<file path="src/rtl/ppn_pkg.sv">
package ppn_pkg;
  localparam int DATA_W  = 8;
  localparam int CTRL_W  = 4;
  localparam int STEP_W  = 4;

  localparam int RD_STEPS = 12;
  localparam int WR_STEPS = 14;
  localparam int STROBE_FIRST = 2;
  localparam int STROBE_LAST  = 8;
  localparam int TAIL_FIRST   = 9;

  localparam logic [CTRL_W-1:0] CTL_REST  = 4'h4;
  localparam logic [CTRL_W-1:0] CTL_SAMPL = 4'h6;
  localparam logic [CTRL_W-1:0] CTL_LATA  = 4'h5;
  localparam logic [CTRL_W-1:0] CTL_LATB  = 4'h7;

  typedef struct packed {
    logic              set_ctl;
    logic [CTRL_W-1:0] ctl;
    logic              set_dat;
    logic [DATA_W-1:0] dat;
  } port_op_t;

  function automatic logic [CTRL_W-1:0] strobe_ctl(input logic [2:0] k);
    case (k)
      3'd0:    strobe_ctl = 4'hC;
      3'd1:    strobe_ctl = 4'hE;
      3'd2:    strobe_ctl = 4'hE;
      3'd3:    strobe_ctl = 4'hC;
      default: strobe_ctl = CTL_REST;
    endcase
  endfunction
endpackage

</file>
<file path="src/rtl/ppn_step_rom.sv">
module ppn_step_rom
  import ppn_pkg::*;
(
  input  logic              is_wr,
  input  logic [STEP_W-1:0] step,
  input  logic [DATA_W-1:0] addr,
  input  logic [DATA_W-1:0] wdata,
  output port_op_t          op
);
  logic [STEP_W-1:0] rel;
  assign rel = step - STEP_W'(STROBE_FIRST);

  always_comb begin
    op = '0;
    if (step == '0) begin
      op.set_ctl = 1'b1;
      op.ctl     = CTL_REST;
    end else if (step == STEP_W'(1)) begin
      op.set_dat = 1'b1;
      op.dat     = addr;
    end else if (step <= STEP_W'(STROBE_LAST)) begin
      op.set_ctl = 1'b1;
      op.ctl     = strobe_ctl(rel[2:0]);
    end else if (!is_wr) begin
      op.set_ctl = 1'b1;
      op.ctl     = (step == STEP_W'(TAIL_FIRST)) ? CTL_SAMPL : CTL_REST;
    end else begin
      case (step)
        STEP_W'(TAIL_FIRST):     begin op.set_dat = 1'b1; op.dat = wdata; end
        STEP_W'(TAIL_FIRST + 1): begin op.set_ctl = 1'b1; op.ctl = CTL_LATA; end
        STEP_W'(TAIL_FIRST + 2): begin op.set_ctl = 1'b1; op.ctl = CTL_LATB; end
        STEP_W'(TAIL_FIRST + 3): begin op.set_ctl = 1'b1; op.ctl = CTL_LATA; end
        default:                 begin op.set_ctl = 1'b1; op.ctl = CTL_REST; end
      endcase
    end
  end
endmodule

</file>
<file path="src/rtl/ppn_pacer.sv">
module ppn_pacer #(
  parameter int HOLD_W = 8
) (
  input  logic              clk,
  input  logic              rst_n,
  input  logic              start,
  input  logic              active,
  input  logic [HOLD_W-1:0] hold_in,
  output logic              step_end
);
  logic [HOLD_W-1:0] hold_q;
  logic [HOLD_W-1:0] cnt_q;

  assign step_end = active && (cnt_q == hold_q - HOLD_W'(1));

  always_ff @(posedge clk) begin
    if (!rst_n) begin
      hold_q <= HOLD_W'(1);
      cnt_q  <= '0;
    end else if (start) begin
      hold_q <= (hold_in == '0) ? HOLD_W'(1) : hold_in;
      cnt_q  <= '0;
    end else if (active) begin
      cnt_q <= step_end ? '0 : cnt_q + HOLD_W'(1);
    end
  end
endmodule

</file>
<file path="src/rtl/ppn_nibble_join.sv">
module ppn_nibble_join #(
  parameter int NIB_W = 4
) (
  input  logic               clk,
  input  logic               rst_n,
  input  logic               grab_lo,
  input  logic               grab_hi,
  input  logic [NIB_W-1:0]   status,
  output logic [2*NIB_W-1:0] joined
);
  logic [NIB_W-1:0] lo_q, hi_q;

  always_ff @(posedge clk) begin
    if (!rst_n) begin
      lo_q <= '0;
      hi_q <= '0;
    end else begin
      if (grab_lo) lo_q <= status;
      if (grab_hi) hi_q <= status;
    end
  end

  assign joined = {hi_q, lo_q};
endmodule

</file>
<file path="src/rtl/pport_nibble_regio.sv">
module pport_nibble_regio
  import ppn_pkg::*;
#(
  parameter int                HOLD_W   = 8,
  parameter int                IDX_W    = 3,
  parameter logic [DATA_W-1:0] REG_BASE = 8'h08,
  parameter logic [DATA_W-1:0] CMD_BASE = 8'h10
) (
  input  logic              clk,
  input  logic              rst_n,
  input  logic [HOLD_W-1:0] step_hold,
  input  logic              req_valid,
  output logic              req_ready,
  input  logic              req_write,
  input  logic              req_space,
  input  logic [IDX_W-1:0]  req_index,
  input  logic [DATA_W-1:0] req_wdata,
  output logic              busy,
  output logic              done,
  output logic [DATA_W-1:0] rd_data,
  output logic [DATA_W-1:0] pp_data,
  output logic [CTRL_W-1:0] pp_ctrl,
  input  logic [3:0]        pp_status
);
  logic              busy_q, wr_q;
  logic [STEP_W-1:0] step_q;
  logic [DATA_W-1:0] addr_q, wd_q;

  logic              accept, step_end, last_step, advance, finish;
  logic              grab_lo, grab_hi;
  logic [DATA_W-1:0] addr_in, joined;
  logic              nx_wr;
  logic [STEP_W-1:0] nx_step;
  logic [DATA_W-1:0] nx_addr, nx_wd;
  port_op_t          nx_op;

  assign req_ready = !busy_q;
  assign busy      = busy_q;
  assign accept    = req_valid && !busy_q;
  assign addr_in   = (req_space ? CMD_BASE : REG_BASE) + DATA_W'(req_index);

  assign last_step = (step_q == (wr_q ? STEP_W'(WR_STEPS - 1) : STEP_W'(RD_STEPS - 1)));
  assign advance   = busy_q && step_end && !last_step;
  assign finish    = busy_q && step_end && last_step;
  assign grab_lo   = busy_q && step_end && !wr_q && (step_q == STEP_W'(TAIL_FIRST));
  assign grab_hi   = busy_q && step_end && !wr_q && (step_q == STEP_W'(TAIL_FIRST + 1));

  assign nx_wr   = accept ? req_write : wr_q;
  assign nx_step = accept ? '0 : step_q + STEP_W'(1);
  assign nx_addr = accept ? addr_in : addr_q;
  assign nx_wd   = accept ? req_wdata : wd_q;

  ppn_step_rom u_rom (
    .is_wr (nx_wr),
    .step  (nx_step),
    .addr  (nx_addr),
    .wdata (nx_wd),
    .op    (nx_op)
  );

  ppn_pacer #(.HOLD_W(HOLD_W)) u_pacer (
    .clk      (clk),
    .rst_n    (rst_n),
    .start    (accept),
    .active   (busy_q),
    .hold_in  (step_hold),
    .step_end (step_end)
  );

  ppn_nibble_join #(.NIB_W(4)) u_join (
    .clk     (clk),
    .rst_n   (rst_n),
    .grab_lo (grab_lo),
    .grab_hi (grab_hi),
    .status  (pp_status),
    .joined  (joined)
  );

  always_ff @(posedge clk) begin
    if (!rst_n) begin
      busy_q  <= 1'b0;
      wr_q    <= 1'b0;
      step_q  <= '0;
      addr_q  <= '0;
      wd_q    <= '0;
      done    <= 1'b0;
      rd_data <= '0;
      pp_data <= '0;
      pp_ctrl <= CTL_REST;
    end else begin
      done <= finish;
      if (accept) begin
        busy_q <= 1'b1;
        wr_q   <= req_write;
        addr_q <= addr_in;
        wd_q   <= req_wdata;
        step_q <= '0;
      end else if (advance) begin
        step_q <= nx_step;
      end else if (finish) begin
        busy_q <= 1'b0;
        if (!wr_q) rd_data <= joined;
      end
      if (accept || advance) begin
        if (nx_op.set_ctl) pp_ctrl <= nx_op.ctl;
        if (nx_op.set_dat) pp_data <= nx_op.dat;
      end
    end
  end
endmodule

</file>
<file path="config.mk">
export PLATFORM = sky130hd
export DESIGN_NAME = pport_nibble_regio
export DESIGN_NICKNAME = d
export VERILOG_FILES = /design/src/rtl/ppn_pkg.sv /design/src/rtl/ppn_step_rom.sv /design/src/rtl/ppn_pacer.sv /design/src/rtl/ppn_nibble_join.sv /design/src/rtl/pport_nibble_regio.sv
export SDC_FILE = /design/constraint.sdc
export NUM_CORES = 1
export LEC_CHECK = 0
export ABC_AREA = 1
export ABC_CLOCK_PERIOD_IN_PS = 5210
export BUFFER_PORTS_ARGS = -buffer_cell sky130_fd_sc_hd__buf_2
export CAP_MARGIN = 10
export CORE_MARGIN = 10
export CORE_UTILIZATION = 33
export DETAILED_ROUTE_END_ITERATION = 16
export PLACE_DENSITY_LB_ADDON = 0.08
export SYNTH_ARGS = -nofsm -noshare
export SYNTH_HDL_FRONTEND = slang
export SYNTH_SLANG_ARGS = --single-unit
</file>
<file path="constraint.sdc">
create_clock -name clk -period 5.21 [get_ports clk]
set_clock_uncertainty 0.15 [all_clocks]
set_input_delay 1.042 -clock clk [delete_from_list [all_inputs] [get_ports clk]]
set_output_delay 1.042 -clock clk [all_outputs]
set_load 0.02 [all_outputs]
</file>
==> summary.txt <==
Place
  – GPL Wtd Cong: ~0.8
  – Estimated wirelength of the detail-placed design: 6140 um
  – Number of placed instances, taps included: 644
  – Number of port buffers: 50

Clock network
  – CTS clk-pin slew, worst paths: 70 ps
  – # resized after CTS: 0
  – Clock buffers created by TritonCTS: 9
  – Later-pin clock latency in the skew report: 330 ps
  – Hold buffer count at cts: 0
  – Post-CTS repair timing setup buffer count: 0
  – # H-tree levels: 3
  – Root Buffer: sky130_fd_sc_hd__clkbuf_8
  – Total number of clock tree sinks: 67
  – TritonCTS clock tree: built
  – Worst-case clock buffer depth: 2

Final layout
  – Diodes inserted: 0
  – Growth of design area from synthesis to finish: 15.8%
  – Post-layout nets: 555
  – Filler Cell Count: 1,063
  – Number of standard cells in the final layout excluding fillers: between 600 and 700
  – Layout cells sized above 1: 0.190
  – Core occupancy in the finished layout: 0.397

Pwr
  – Worst IR Drop VDD: roughly 0.00014 V
  – Leakage power: 1.95 nW
  – Power density over the cells: approximately 310 nW/um2

Critical path
  – Crit path arrival time: 3390 ps
  – Kind of capture point of the worst setup path: flip-flop
  – Required time reported for the critical path endpoint: 5310 ps
  – Peak fanout along the critical path: 32
  – Worst Path Class, Setup: in -> reg
  – Depth of the most critical reg-to-reg path: 16
  – Startpoint type of the worst setup path: input port

Yosys
  – Synthesized flop and latch total: 67
  – Post-synthesis sequential area ratio: 0.397
  – Cell area after synthesis: 3380 um2
  – Post-synth top area cell: sky130_fd_sc_hd__dfxtp_1
  – Fraction of synthesized cell area taken by the top area cell type: 0.397
  – Async set-reset flop share out of synthesis: 0
  – Total of warnings raised by yosys: 0
  – Count leader, synth: sky130_fd_sc_hd__nand2_1
  – Syn_area_per_cell: 7.19 um2
  – Post-synthesis cell type count: 42
  – Number of standard cells after synthesis: 470
  – Cell types occupying the most area after synthesis: sky130_fd_sc_hd__dfxtp_1 40%, sky130_fd_sc_hd__nand2_1 12%, sky130_fd_sc_hd__nor2_1 9.5%, sky130_fd_sc_hd__inv_1 6.8%, sky130_fd_sc_hd__mux2i_1 3.3%
  – Most frequent cells after synthesis: 111 x sky130_fd_sc_hd__nand2_1, 86 x sky130_fd_sc_hd__nor2_1, 67 x sky130_fd_sc_hd__dfxtp_1, 61 x sky130_fd_sc_hd__inv_1, 22 x sky130_fd_sc_hd__nand3_1
  – Synthesized netlist net count: 503
  – Count of flip-flops with a built-in enable after synthesis: 0
  – Flip-flop cell with the highest count after synthesis: sky130_fd_sc_hd__dfxtp_1

Drt
  – Detail-routed via count per cell: about 4.5
  – Vias after detailed routing: between 2k and 3k
  – Antenna Nets Post-Route: 0
  – DRC viols: 0
  – Detailed-route wire length per cell: between 10 and 15 um
  – TritonRoute pass-1 iters: 4
  – Total wire length: 8110 um
  – Violation count after the first detailed-route iteration: 178

STA
  – Worst max-slew margin expressed relative to the limit: 0.602
  – Final-layout setup total negative slack: 0 ps
  – # setup viols final: 0
  – Hold Violations, Final: 0
  – Worst hold-check slack: 291 ps
  – Highest Clock Rate: 304 MHz
  – Unrepaired setup endpoints after global routing: false
  – Final slew viol count: 0
  – Slew at the pin with the worst max-slew slack: 596 ps
  – Minimum clock period after layout: 3290 ps
  – Final cycle utilization of the critical path: 0.632

Job
  – Total of max-cap violations: 0

Worst hold path
  – Hold Path Class: reg -> reg
  – Worst hold path cell count: 2

Floorplan
  – Y dimension of the die: between 100 and 150 um
  – Die ar.: 14,700 um2
  – Initial Utilization: 0.343
  – I/O pins: a little over 50
  – Horizontal die dimension: 121 um
  – Core Region: 9860 um2
  – Total number of placement rows: 36

Global route
  – Via count of the first global-routing pass: 2,874
  – Global-route wire length before repair: ~14,000 um
  – Grt total ovfl: 0
  – GRT Total Usage: 0.115
  – Number of antenna violations at the first check in global routing: 0
  – Pin count of the biggest net entering global routing: 33

Outcome
  – Outcome: completed
[worst paths after layout]
path                                    to  slack [ps]         startpoint
worst min register to register   addr_q[7]         290          addr_q[7]
worst max-delay path             step_q[1]        1920              rst_n
worst max register to register  pp_ctrl[3]        2660  u_pacer.hold_q[0]
worst min-delay path             addr_q[7]         290          addr_q[7]
[sequential cells by signal, summed over array words and instances (netlist names)]
name,cells
addr_q,8
pp_data,8
rd_data,8
u_pacer.cnt_q,8
u_pacer.hold_q,8
wd_q,8
pp_ctrl,4
step_q,4
u_join.hi_q,4
u_join.lo_q,4
busy,1
done,1
wr_q,1
[logic make-up (layout without fill, tap and decap cells)]
group / count (synthesis) / in the layout / share of synthesized area
buf+inv: 76 / 133 / 0.0981
compound gates: 43 / 43 / 0.0803
xor+xnor: 7 / 7 / 0.0181
fa+ha+maj: 5 / 5 / 0.0185
mux: 11 / 11 / 0.0326
simple gates: 261 / 261 / 0.356
flops: 67 / 67 / 0.397
[report_power, final]
| group | switching, W | leakage, nW | internal (W) |
|---|---|---|---|
| Clock | 0.000197 | 0.0991 | 0.000232 |
| Sequential | 0.0000215 | 0.546 | 0.000539 |
| Combinational | 0.000159 | 1.31 | 0.0000830 |
| Total | 0.000378 | 1.95 | 0.000854 |
[worst max-delay path, stage by stage]
cell and delay, ps:
sky130_fd_sc_hd__buf_2 470, sky130_fd_sc_hd__clkinv_1 590, sky130_fd_sc_hd__nor2_1 580, sky130_fd_sc_hd__clkinv_1 400, sky130_fd_sc_hd__a211oi_1 290
[layout by cell type (no fill, tap or decap), types with 2 or more instances in the layout]
cell,netlist,routed
sky130_fd_sc_hd__nand2_2,4,4
sky130_fd_sc_hd__nor2_2,5,5
sky130_fd_sc_hd__nand3b_1,10,10
sky130_fd_sc_hd__clkinv_2,0,3
sky130_fd_sc_hd__nor2_4,3,3
sky130_fd_sc_hd__buf_2,0,50
sky130_fd_sc_hd__nor2_1,86,86
sky130_fd_sc_hd__inv_2,3,3
sky130_fd_sc_hd__nand2_1,111,111
sky130_fd_sc_hd__o21ai_0,11,11
sky130_fd_sc_hd__nand3_2,3,3
sky130_fd_sc_hd__xnor2_1,2,2
sky130_fd_sc_hd__o21ai_1,2,2
sky130_fd_sc_hd__nand4_1,3,3
sky130_fd_sc_hd__nor3_1,4,4
sky130_fd_sc_hd__nand3_1,22,22
sky130_fd_sc_hd__a21oi_2,8,8
sky130_fd_sc_hd__a21oi_1,8,8
sky130_fd_sc_hd__ha_1,5,5
sky130_fd_sc_hd__nand2_4,3,3
sky130_fd_sc_hd__clkbuf_8,0,10
sky130_fd_sc_hd__dfxtp_1,67,67
sky130_fd_sc_hd__o22ai_1,8,8
sky130_fd_sc_hd__mux2i_1,11,11
sky130_fd_sc_hd__xor2_1,5,5
sky130_fd_sc_hd__inv_1,61,61
sky130_fd_sc_hd__clkinv_1,2,2
[routing by layer]
layer / GRT usage / up-vias / share of wire
li1: - / 1583 / -
met1: 0.155 / 1306 / 0.50
met2: 0.173 / 50 / 0.44
met3: 0.0312 / 9 / 0.046
met4: 0.0425 / 0 / 0.014
met5: 0 / - / 0
[per-stage QoR]
stage / worst slack, ps / power, W / area, um2
3_3_place_gp: 1660 / 0.000815 / 3720
2_1_floorplan: 2660 / 0.000760 / 3380
4_1_cts: 1900 / 0.00125 / 3920
3_5_place_dp: 1540 / 0.000817 / 3720
5_1_grt: 1500 / 0.00131 / 3920
6_report: 1920 / 0.00123 / 3920
[final cells by class]
type	instances	area (um2)	area share
timing repair buffer	50	250	0.0639
clock buffer	11	141	0.0361
sequential	67	1340	0.342
inverter	67	256	0.0655
tap	133	166	0.0425
clock inverter	5	52.6	0.0134
multi-input combinational	327	1710	0.436
No activity file was read; power rests on OpenSTA's default activity.
